--- config.mk ---
export PLATFORM = sky130hd
export DESIGN_NAME = useqSequencer
export DESIGN_NICKNAME = d
export VERILOG_FILES = /design/src/rtl/useqPkg.sv /design/src/rtl/useqStateReg.sv /design/src/rtl/useqTable.sv /design/src/rtl/useqSequencer.sv
export SDC_FILE = /design/constraint.sdc
export NUM_CORES = 1
export LEC_CHECK = 0
export CORE_AREA = 2 2 55 42
export CTS_BUF_LIST = sky130_fd_sc_hd__clkbuf_4
export CTS_CLUSTER_SIZE = 40
export DETAILED_ROUTE_END_ITERATION = 8
export DIE_AREA = 0 0 57 44
export PLACE_DENSITY = 0.91
export SETUP_SLACK_MARGIN = 0.5
export SYNTH_ARGS = -nofsm -noshare
export SYNTH_HDL_FRONTEND = slang
export SYNTH_SLANG_ARGS = --single-unit
--- constraint.sdc ---
create_clock -name clk -period 3.8 [get_ports clk]
set_clock_uncertainty 0.2 [all_clocks]
set_input_delay 0.76 -clock clk [delete_from_list [all_inputs] [get_ports clk]]
set_output_delay 0.76 -clock clk [all_outputs]
set_load 0.005 [all_outputs]
--- src/rtl/useqPkg.sv ---
package useqPkg;

  localparam int OP_W = 7;
  localparam int ST_W = 6;

  localparam logic [OP_W-1:0] OPC_ALU    = 7'b0110011;
  localparam logic [OP_W-1:0] OPC_ALUI   = 7'b0010011;
  localparam logic [OP_W-1:0] OPC_LOAD   = 7'b0000011;
  localparam logic [OP_W-1:0] OPC_STORE  = 7'b0100011;
  localparam logic [OP_W-1:0] OPC_JUMP   = 7'b1101111;
  localparam logic [OP_W-1:0] OPC_BRANCH = 7'b1100011;

  typedef enum logic [ST_W-1:0] {
    ST_FETCH0 = 6'd0, ST_FETCH1, ST_FETCH2, ST_FETCH3,
    ST_ALU0, ST_ALU1, ST_ALU2,
    ST_ALUI0, ST_ALUI1, ST_ALUI2,
    ST_LD0, ST_LD1, ST_LD2, ST_LD3,
    ST_ST0, ST_ST1, ST_ST2, ST_ST3,
    ST_JMP0, ST_JMP1, ST_JMP2, ST_JMP3,
    ST_BR0, ST_BR1, ST_BR2,
    ST_BT0, ST_BT1, ST_BT2, ST_BT3
  } uState_e;

  localparam int ST_LAST = 28;

  typedef enum logic [1:0] {RS_PC = 2'd0, RS_RS1, RS_RS2, RS_RD} regSel_e;
  typedef enum logic [1:0] {IM_I = 2'd0, IM_S, IM_B, IM_J} immSel_e;
  typedef enum logic [2:0] {AL_NONE = 3'd0, AL_ADD, AL_INC4, AL_DEC4, AL_FUNC} aluSel_e;

  typedef struct packed {
    logic    ldIr;
    logic    ldA;
    logic    ldB;
    logic    ldMa;
    logic    regWr;
    logic    memWr;
    logic    drvReg;
    logic    drvImm;
    logic    drvAlu;
    logic    drvMem;
    regSel_e regSel;
    immSel_e immSel;
    aluSel_e aluSel;
  } ctrl_t;

  localparam int CTRL_W = $bits(ctrl_t);
  localparam int ADDR_W = ST_W + OP_W + 2;

  function automatic ctrl_t cRegToA(regSel_e s);
    ctrl_t c = '0;
    c.drvReg = 1'b1; c.regSel = s; c.ldA = 1'b1;
    return c;
  endfunction

  function automatic ctrl_t cRegToB(regSel_e s);
    ctrl_t c = '0;
    c.drvReg = 1'b1; c.regSel = s; c.ldB = 1'b1;
    return c;
  endfunction

  function automatic ctrl_t cRegToMa(regSel_e s);
    ctrl_t c = '0;
    c.drvReg = 1'b1; c.regSel = s; c.ldMa = 1'b1;
    return c;
  endfunction

  function automatic ctrl_t cRegToMem(regSel_e s);
    ctrl_t c = '0;
    c.drvReg = 1'b1; c.regSel = s; c.memWr = 1'b1;
    return c;
  endfunction

  function automatic ctrl_t cImmToB(immSel_e f);
    ctrl_t c = '0;
    c.drvImm = 1'b1; c.immSel = f; c.ldB = 1'b1;
    return c;
  endfunction

  function automatic ctrl_t cAluToA(aluSel_e op);
    ctrl_t c = '0;
    c.drvAlu = 1'b1; c.aluSel = op; c.ldA = 1'b1;
    return c;
  endfunction

  function automatic ctrl_t cAluToMa(aluSel_e op);
    ctrl_t c = '0;
    c.drvAlu = 1'b1; c.aluSel = op; c.ldMa = 1'b1;
    return c;
  endfunction

  function automatic ctrl_t cAluToReg(aluSel_e op, regSel_e dst);
    ctrl_t c = '0;
    c.drvAlu = 1'b1; c.aluSel = op; c.regSel = dst; c.regWr = 1'b1;
    return c;
  endfunction

  function automatic ctrl_t cMemToIr();
    ctrl_t c = '0;
    c.drvMem = 1'b1; c.ldIr = 1'b1;
    return c;
  endfunction

  function automatic ctrl_t cMemToReg(regSel_e dst);
    ctrl_t c = '0;
    c.drvMem = 1'b1; c.regSel = dst; c.regWr = 1'b1;
    return c;
  endfunction

  // Wait-state version of a memory word: keep the request, drop every load.
  function automatic ctrl_t cStall(ctrl_t base);
    ctrl_t c = base;
    c.ldIr = 1'b0; c.ldA = 1'b0; c.ldB = 1'b0; c.ldMa = 1'b0; c.regWr = 1'b0;
    return c;
  endfunction

  function automatic logic isKnownOp(logic [OP_W-1:0] op);
    return (op == OPC_ALU) || (op == OPC_ALUI) || (op == OPC_LOAD) ||
           (op == OPC_STORE) || (op == OPC_JUMP) || (op == OPC_BRANCH);
  endfunction

endpackage

--- src/rtl/useqStateReg.sv ---
module useqStateReg
  import useqPkg::*;
#(
  parameter bit SYNC_RST = 1'b1
) (
  input  logic    clk,
  input  logic    rst,
  input  uState_e nextState,
  output uState_e curState
);

  generate
    if (SYNC_RST) begin : g_syncRst
      always_ff @(posedge clk) begin
        if (rst) curState <= ST_FETCH0;
        else     curState <= nextState;
      end
    end else begin : g_asyncRst
      always_ff @(posedge clk or posedge rst) begin
        if (rst) curState <= ST_FETCH0;
        else     curState <= nextState;
      end
    end
  endgenerate

  // the register never leaves the defined set of micro-states
  a_r1_legal_state: assert property (@(posedge clk) disable iff (rst)
    (int'(curState) <= ST_LAST));

endmodule

--- src/rtl/useqTable.sv ---
module useqTable
  import useqPkg::*;
(
  input  uState_e          curState,
  input  logic [OP_W-1:0]  opcode,
  input  logic             cmpEq,
  input  logic             memBusy,
  output ctrl_t            ctrl,
  output uState_e          nextState
);

  logic [ADDR_W-1:0] romAddr;
  assign romAddr = {curState, opcode, cmpEq, memBusy};

  // Flat table: one row per address pattern, first match wins.
  always_comb begin
    ctrl      = '0;
    nextState = ST_FETCH0;
    priority casez (romAddr)
      // fetch
      {ST_FETCH0, {OP_W{1'b?}}, 1'b?, 1'b?}: begin ctrl = cRegToMa(RS_PC);  nextState = ST_FETCH1; end
      {ST_FETCH1, {OP_W{1'b?}}, 1'b?, 1'b1}: begin ctrl = cStall(cMemToIr()); nextState = ST_FETCH1; end
      {ST_FETCH1, {OP_W{1'b?}}, 1'b?, 1'b0}: begin ctrl = cMemToIr();       nextState = ST_FETCH2; end
      {ST_FETCH2, {OP_W{1'b?}}, 1'b?, 1'b?}: begin ctrl = cRegToA(RS_PC);   nextState = ST_FETCH3; end
      // dispatch
      {ST_FETCH3, OPC_ALU,    1'b?, 1'b?}: begin ctrl = cAluToReg(AL_INC4, RS_PC); nextState = ST_ALU0;  end
      {ST_FETCH3, OPC_ALUI,   1'b?, 1'b?}: begin ctrl = cAluToReg(AL_INC4, RS_PC); nextState = ST_ALUI0; end
      {ST_FETCH3, OPC_LOAD,   1'b?, 1'b?}: begin ctrl = cAluToReg(AL_INC4, RS_PC); nextState = ST_LD0;   end
      {ST_FETCH3, OPC_STORE,  1'b?, 1'b?}: begin ctrl = cAluToReg(AL_INC4, RS_PC); nextState = ST_ST0;   end
      {ST_FETCH3, OPC_JUMP,   1'b?, 1'b?}: begin ctrl = cAluToReg(AL_INC4, RS_PC); nextState = ST_JMP0;  end
      {ST_FETCH3, OPC_BRANCH, 1'b?, 1'b?}: begin ctrl = cAluToReg(AL_INC4, RS_PC); nextState = ST_BR0;   end
      {ST_FETCH3, {OP_W{1'b?}}, 1'b?, 1'b?}: begin ctrl = cAluToReg(AL_INC4, RS_PC); nextState = ST_FETCH0; end
      // register-register ALU
      {ST_ALU0, {OP_W{1'b?}}, 1'b?, 1'b?}: begin ctrl = cRegToA(RS_RS1); nextState = ST_ALU1; end
      {ST_ALU1, {OP_W{1'b?}}, 1'b?, 1'b?}: begin ctrl = cRegToB(RS_RS2); nextState = ST_ALU2; end
      {ST_ALU2, {OP_W{1'b?}}, 1'b?, 1'b?}: begin ctrl = cAluToReg(AL_FUNC, RS_RD); nextState = ST_FETCH0; end
      // register-immediate ALU
      {ST_ALUI0, {OP_W{1'b?}}, 1'b?, 1'b?}: begin ctrl = cRegToA(RS_RS1); nextState = ST_ALUI1; end
      {ST_ALUI1, {OP_W{1'b?}}, 1'b?, 1'b?}: begin ctrl = cImmToB(IM_I);  nextState = ST_ALUI2; end
      {ST_ALUI2, {OP_W{1'b?}}, 1'b?, 1'b?}: begin ctrl = cAluToReg(AL_FUNC, RS_RD); nextState = ST_FETCH0; end
      // load
      {ST_LD0, {OP_W{1'b?}}, 1'b?, 1'b?}: begin ctrl = cRegToA(RS_RS1);  nextState = ST_LD1; end
      {ST_LD1, {OP_W{1'b?}}, 1'b?, 1'b?}: begin ctrl = cImmToB(IM_I);   nextState = ST_LD2; end
      {ST_LD2, {OP_W{1'b?}}, 1'b?, 1'b?}: begin ctrl = cAluToMa(AL_ADD); nextState = ST_LD3; end
      {ST_LD3, {OP_W{1'b?}}, 1'b?, 1'b1}: begin ctrl = cStall(cMemToReg(RS_RD)); nextState = ST_LD3; end
      {ST_LD3, {OP_W{1'b?}}, 1'b?, 1'b0}: begin ctrl = cMemToReg(RS_RD); nextState = ST_FETCH0; end
      // store
      {ST_ST0, {OP_W{1'b?}}, 1'b?, 1'b?}: begin ctrl = cRegToA(RS_RS1);  nextState = ST_ST1; end
      {ST_ST1, {OP_W{1'b?}}, 1'b?, 1'b?}: begin ctrl = cImmToB(IM_S);   nextState = ST_ST2; end
      {ST_ST2, {OP_W{1'b?}}, 1'b?, 1'b?}: begin ctrl = cAluToMa(AL_ADD); nextState = ST_ST3; end
      {ST_ST3, {OP_W{1'b?}}, 1'b?, 1'b1}: begin ctrl = cStall(cRegToMem(RS_RS2)); nextState = ST_ST3; end
      {ST_ST3, {OP_W{1'b?}}, 1'b?, 1'b0}: begin ctrl = cRegToMem(RS_RS2); nextState = ST_FETCH0; end
      // jump
      {ST_JMP0, {OP_W{1'b?}}, 1'b?, 1'b?}: begin ctrl = cRegToA(RS_PC);    nextState = ST_JMP1; end
      {ST_JMP1, {OP_W{1'b?}}, 1'b?, 1'b?}: begin ctrl = cAluToA(AL_DEC4);  nextState = ST_JMP2; end
      {ST_JMP2, {OP_W{1'b?}}, 1'b?, 1'b?}: begin ctrl = cImmToB(IM_J);     nextState = ST_JMP3; end
      {ST_JMP3, {OP_W{1'b?}}, 1'b?, 1'b?}: begin ctrl = cAluToReg(AL_ADD, RS_PC); nextState = ST_FETCH0; end
      // branch if equal
      {ST_BR0, {OP_W{1'b?}}, 1'b?, 1'b?}: begin ctrl = cRegToA(RS_RS1); nextState = ST_BR1; end
      {ST_BR1, {OP_W{1'b?}}, 1'b?, 1'b?}: begin ctrl = cRegToB(RS_RS2); nextState = ST_BR2; end
      {ST_BR2, {OP_W{1'b?}}, 1'b1, 1'b?}: begin ctrl = '0; nextState = ST_BT0;    end
      {ST_BR2, {OP_W{1'b?}}, 1'b0, 1'b?}: begin ctrl = '0; nextState = ST_FETCH0; end
      {ST_BT0, {OP_W{1'b?}}, 1'b?, 1'b?}: begin ctrl = cRegToA(RS_PC);   nextState = ST_BT1; end
      {ST_BT1, {OP_W{1'b?}}, 1'b?, 1'b?}: begin ctrl = cAluToA(AL_DEC4); nextState = ST_BT2; end
      {ST_BT2, {OP_W{1'b?}}, 1'b?, 1'b?}: begin ctrl = cImmToB(IM_B);    nextState = ST_BT3; end
      {ST_BT3, {OP_W{1'b?}}, 1'b?, 1'b?}: begin ctrl = cAluToReg(AL_ADD, RS_PC); nextState = ST_FETCH0; end
      default: begin ctrl = '0; nextState = ST_FETCH0; end
    endcase
  end

endmodule

--- src/rtl/useqSequencer.sv ---
module useqSequencer
  import useqPkg::*;
#(
  parameter bit SYNC_RST = 1'b1
) (
  input  logic              clk,
  input  logic              rst,
  input  logic [OP_W-1:0]   opcode,
  input  logic              cmpEq,
  input  logic              memBusy,
  output logic              ldIr,
  output logic              ldA,
  output logic              ldB,
  output logic              ldMa,
  output logic              regWr,
  output logic              memWr,
  output logic              drvReg,
  output logic              drvImm,
  output logic              drvAlu,
  output logic              drvMem,
  output logic [1:0]        regSel,
  output logic [1:0]        immSel,
  output logic [2:0]        aluSel
);

  uState_e curState;
  uState_e nextState;
  ctrl_t   ctrl;

  useqStateReg #(.SYNC_RST(SYNC_RST)) u_stateReg (
    .clk       (clk),
    .rst       (rst),
    .nextState (nextState),
    .curState  (curState)
  );

  useqTable u_table (
    .curState  (curState),
    .opcode    (opcode),
    .cmpEq     (cmpEq),
    .memBusy   (memBusy),
    .ctrl      (ctrl),
    .nextState (nextState)
  );

  assign ldIr   = ctrl.ldIr;
  assign ldA    = ctrl.ldA;
  assign ldB    = ctrl.ldB;
  assign ldMa   = ctrl.ldMa;
  assign regWr  = ctrl.regWr;
  assign memWr  = ctrl.memWr;
  assign drvReg = ctrl.drvReg;
  assign drvImm = ctrl.drvImm;
  assign drvAlu = ctrl.drvAlu;
  assign drvMem = ctrl.drvMem;
  assign regSel = ctrl.regSel;
  assign immSel = ctrl.immSel;
  assign aluSel = ctrl.aluSel;

  logic memStall;
  assign memStall = memBusy && (drvMem || memWr);

  // one bus source at most
  a_r12_single_driver: assert property (@(posedge clk) disable iff (rst)
    $onehot0({drvReg, drvImm, drvAlu, drvMem}));

  // a busy memory state keeps its micro-state
  a_r3_stall_holds: assert property (@(posedge clk) disable iff (rst)
    memStall |=> (curState == $past(curState)));

  // nothing is loaded while waiting on memory
  a_r3_no_load_in_stall: assert property (@(posedge clk) disable iff (rst)
    memStall |-> !(ldIr || ldA || ldB || ldMa || regWr));

  // the first fetch state always moves on
  a_r2_fetch_advance: assert property (@(posedge clk) disable iff (rst)
    (curState == ST_FETCH0) |=> (curState == ST_FETCH1));

  // a not-taken branch goes back to fetch
  a_r10_not_taken: assert property (@(posedge clk) disable iff (rst)
    (curState == ST_BR2 && !cmpEq) |=> (curState == ST_FETCH0));

  // an unlisted opcode goes back to fetch
  a_r11_unknown_op: assert property (@(posedge clk) disable iff (rst)
    (curState == ST_FETCH3 && !isKnownOp(opcode)) |=> (curState == ST_FETCH0));

endmodule

Word-level counts from Yosys, hierarchy flattened
Cells that the tools add are included.

operators by class
  mux-type cells = 4
  equality and inequality tests = 37
  reductions and logical operators = 14

operators by type and width
  operator                                              count
  case mux 16 bit (15 select lines)                     1
  case mux 5 bit (19 select lines)                      1
  case mux 17 bit (5 select lines)                      1
  equality test 13 x 9 -> 1 bit, second input constant  6
  equality test 6 x 5 -> 1 bit, second input constant   11
  case mux 6 bit (9 select lines)                       1
  equality test 6 x 4 -> 1 bit, second input constant   7
  equality test 6 x 3 -> 1 bit, second input constant   4
  OR reduction 2 bit                                    11
  equality test 7 x 6 -> 1 bit, second input constant   3
  equality test 7 x 2 -> 1 bit, second input constant   2
  equality test 7 x 5 -> 1 bit, second input constant   2
  equality test 6 x 2 -> 1 bit, second input constant   2
  zero test 6 bit                                       1
  OR reduction 6 bit                                    1
  OR reduction 5 bit                                    1

storage, ports and cells
  logic and storage cells = 56
  input bits = 11
  register bits = 6
  output and inout port bits = 17

Longest topological paths before layout
  word-level depth = 4
  gate-level depth with buffers = 6
  mapped depth without buffers = 4

By module
From an unflattened synthesis, not the netlist that was laid out.

unflattened totals
  cell total of the unflattened synthesis = 185
  area total of the unflattened synthesis = 1232.4 um2

by module, submodules not included
  module        area an instance (um2)  instances  cells each  seq. area each (um2)
  useqTable     1074.8                  1          173         0.0
  useqStateReg  157.7                   1          12          120.1

Worst setup path after synthesis
OpenSTA, ideal clock, no wires.

  path kind = reg2out
  start = reg u_stateReg.curState[0]
  end = out drvReg
  buffers on the path = 2
  cell stages (with the launch flop) = 6
  required time = 2.840 ns
  data arrival time = 1.218 ns
  setup slack = 1.622 ns
  path through = dfxtp_1 buf_2 buf_1 nand2_1 a31oi_1 o221ai_1

between the ends
  word-level cells in the longest chain between the ends = 4
  elaborated cells on any way between the ends = 49
  classes of those cells = eq/ne (36); mux (2); reduce/logical (11)

ends and longest elaborated chain
  element                                                             RTL line             RTL
  from (decl)                                                         useqStateReg.sv:9    output uState_e curState
  from (signal assigned)                                              useqStateReg.sv:16   else curState <= nextState;
  equality test 6 x 3 -> 1 bit (tied with other cells)                useqTable.sv:19      priority casez (romAddr)
  OR reduction 5 bit (no line) or OR reduction 2 bit (tied branches)  -
  case mux 16 bit (15 select lines)                                   useqTable.sv:19
  case mux 17 bit (5 select lines) *                                  useqTable.sv:19
  to (decl)                                                           useqSequencer.sv:17  output logic drvReg,

Every way passes the cells marked *; elsewhere a longest branch is shown, timed or not.

Worst setup path after layout
  start = reg u_stateReg.curState[2]
  end = out drvAlu

between the ends
  word-level cells in the longest chain between the ends = 4
  elaborated cells on any way between the ends = 49
  classes of those cells = eq/ne (36); mux (2); reduce/logical (11)

ends and longest elaborated chain
  element                                                             RTL line             RTL
  equality test 6 x 3 -> 1 bit (tied with other cells)                useqTable.sv:19
  OR reduction 5 bit (no line) or OR reduction 2 bit (tied branches)  -
  case mux 16 bit (15 select lines)                                   useqTable.sv:19
  case mux 17 bit (5 select lines) *                                  useqTable.sv:19
  to (decl)                                                           useqSequencer.sv:19  output logic drvAlu,

Marks and branches as above.

==> impl_metrics.ini <==
[floorplan]
fp.dieArea_sq_um = 2508
initial_core_util = 0.4687
die_y_um = 44
die_w_um = 57
num_rows = 14
core_sq_um = 1997
io_pins = 28

[critical_path]
crit_chain = inv_1 > a32oi_1 > nor2_1 > or3_1 > clkdlybuf4s50_1
critPathSlowestCell = dfxtp_1
critPathMaxFanout = 14
cp.buffers_inverters = 2
cp-end-kind = output pin
rrSetupSlack_ps = 1790
crit_cells = 5
cp_top_family = buffers and inverters
r2r_cells = 5
crit_type = flop to output pin
cp.required_ps = 2840
max_stage_delay_ps = 590
crit_path_start_kind = flop
arrival_ps = 2260

[sta]
setup_viol = 0
fmaxAchievable_mhz = 310.8
setup_tns_ps = 0
post-route-period-util = 0.8466
hold_violations = 0
finalHoldWorstSlack_ps = 493.0
setup_slack_ps = 582.7
relSlewSlack = 0.6945
fin_crit_ps = 3217
drv_slew = 0
rsz0062_at_grt = no
worst_pin_slew_ps = 457.6

[yosys]
netlist_area_sq_um = 935.9
ys_types = 50
syn-num-nets = 158
synth_seq_cells = 5
synth_flop_cell = dfxtp_1
avgSynthCellArea_sq_um = 6.367
ys_top_cells_by_area = dfxtp_1, a21oi_1, nor2_1
syn-instance-count = 147
yosys_warnings = 0
synth_edf_count = 0
async_flop_share = 0
ys_seq_area_frac = 0.1070
synth_top_area_cell = dfxtp_1
synth_top_area_frac = 0.1070

[run]
cap_violations = 0

[finish]
largest_register = u_stateReg.curState
final_cell_mix = clkdlybuf4s50_1, nor2_1, a21oi_1, nand2_1, nand2b_1
num_antenna_cells = 0
nets = 181
stdcell_count = 193
final_common_cell = clkdlybuf4s50_1
reg_top3 = u_stateReg.curState x5
areaGrowthSynthToFinish_pct = 33.02
drive_above_1_share = 0.1006
largest_reg_flops = 5

[detailed_routing]
ant_nets = 0
avgViaCountPerCell = 6.534
drc = 0
wl_per_cell_um = 16.03
drtIter0Drc = 61
num_vias = 1261
drt-pass1-iter-count = 5
routed_wl_mm = 3.094

[global_routing]
grt-ovfl-total = 0
antenna_found_initial = 0
grt_max_degree = 24
grt_pass1_wl_mm = 4.954
grt_pass1_vias = 1094
grtUsageTotal = 0.2489

[status]
status = finished, final reports clean

[clocking]
path_clk_slew_ps = 50
cts_tree = built
cts-root-buf = clkbuf_4
postCtsSetupBuffers = 0
ctsHtreeMaxLevel = 1
clock_latency_ps = 250
cts-buffers-inserted = 3
cts_max_path_buffers = 2
postCtsHoldBufs = 0
cts.sinks = 5

[power]
p_seq_frac = 0.290
power_density_nw_per_um2 = 175.9
p_sw_w = 0.00007369
switching_share = 0.3365
pwr-share-clk = 0.321
combPwrFrac = 0.389
power.leakage_nw = 0.4285
fin_total_pwr_w = 0.0002190
intPower_w = 0.0001453
max-vdd-ir-drop_mv = 0.09750

[place]
dpl.cell_count = 189
pre_cts_ws_ps = 616.0
gp_congestion = 0.9287
hpwl_mm = 2.276
portBuffers = 27

[worst_hold_path]
hp-class = flop to flop
whs_path_depth = 2
## logic make-up (layout without fill, tap and decap cells)
logic type / after synthesis / in the layout / synth area share
DFF: 5 / 5 / 0.1070
muxes: 1 / 1 / 0.01203
xor gates and xnor gates: 4 / 4 / 0.03744
AOI/OAI and AO/OA: 50 / 50 / 0.3597
and+or+nand+nor: 69 / 69 / 0.3998
buffers and inverters: 18 / 40 / 0.08422
## cells in the mapped netlist (4+ instances only)
master / number
nor2_1: 17
nor3_1: 5
dfxtp_1: 5
nand2_1: 13
o21ai_0: 8
nand2b_1: 10
a21oi_1: 15
buf_2: 9
a31oi_1: 4
## area by class of cell
type	instances	area (sq um)
fill	196	752.0
clock buffer	4	30.03
tap	24	30.03
multi-input combinational	124	757.0
inverter	4	15.01
sequential	5	105.1
timing repair buffer	32	307.8
## power by group through the flow
stage / registers, W / clock network [W] / logic, W
3_5_place_dp: 0.0000634 / 0 / 0.0000835
4_1_cts: 0.0000628 / 0.0000704 / 0.0000839
5_1_grt: 0.0000637 / 0.0000758 / 0.0000924
6_report: 0.0000636 / 0.0000702 / 0.0000852
2_1_floorplan: 0.0000573 / 0 / 0.0000496
3_3_place_gp: 0.0000633 / 0 / 0.0000802
## per-stage QoR
step | area [sq um] | util
final | 1245 | 0.6234
after global routing | 1245 | 0.6234
after CTS | 1241 | 0.6216
after detailed placement | 1210 | 0.6059
after global placement | 1210 | 0.6059
after floorplan | 935.9 | -
## worst reg2reg max path, cell delays in order (launching register included)
cell and delay [ps]:
dfxtp_2 430, buf_4 230, or2_1 330, nor3_2 340, o21ai_0 180, a41oi_2 230
## layer usage
layer	track usage	vias to the layer above	wire (um)
met4	0.08837	0	33
met5	0	-	0
met3	0.04776	4	405
met1	0.3351	578	1258
li1	-	591	-
met2	0.4000	88	1396
## repair_timing
| item | 4_1_cts | 5_1_grt |
|---|---|---|
| cloned | 0 | 0 |
| resized for setup | 1 | 3 |
| endpoints found under the setup margin | 2 | 8 |
| pin swaps | 0 | 0 |
## path summary, 6_finish.rpt
check | to | startpoint
max | drvAlu | u_stateReg.curState[2]
min | u_stateReg.curState[2] | u_stateReg.curState[0]
max reg2reg | u_stateReg.curState[1] | u_stateReg.curState[4]
min reg2reg | u_stateReg.curState[2] | u_stateReg.curState[0]
Power figures use the tool's default switching activity.
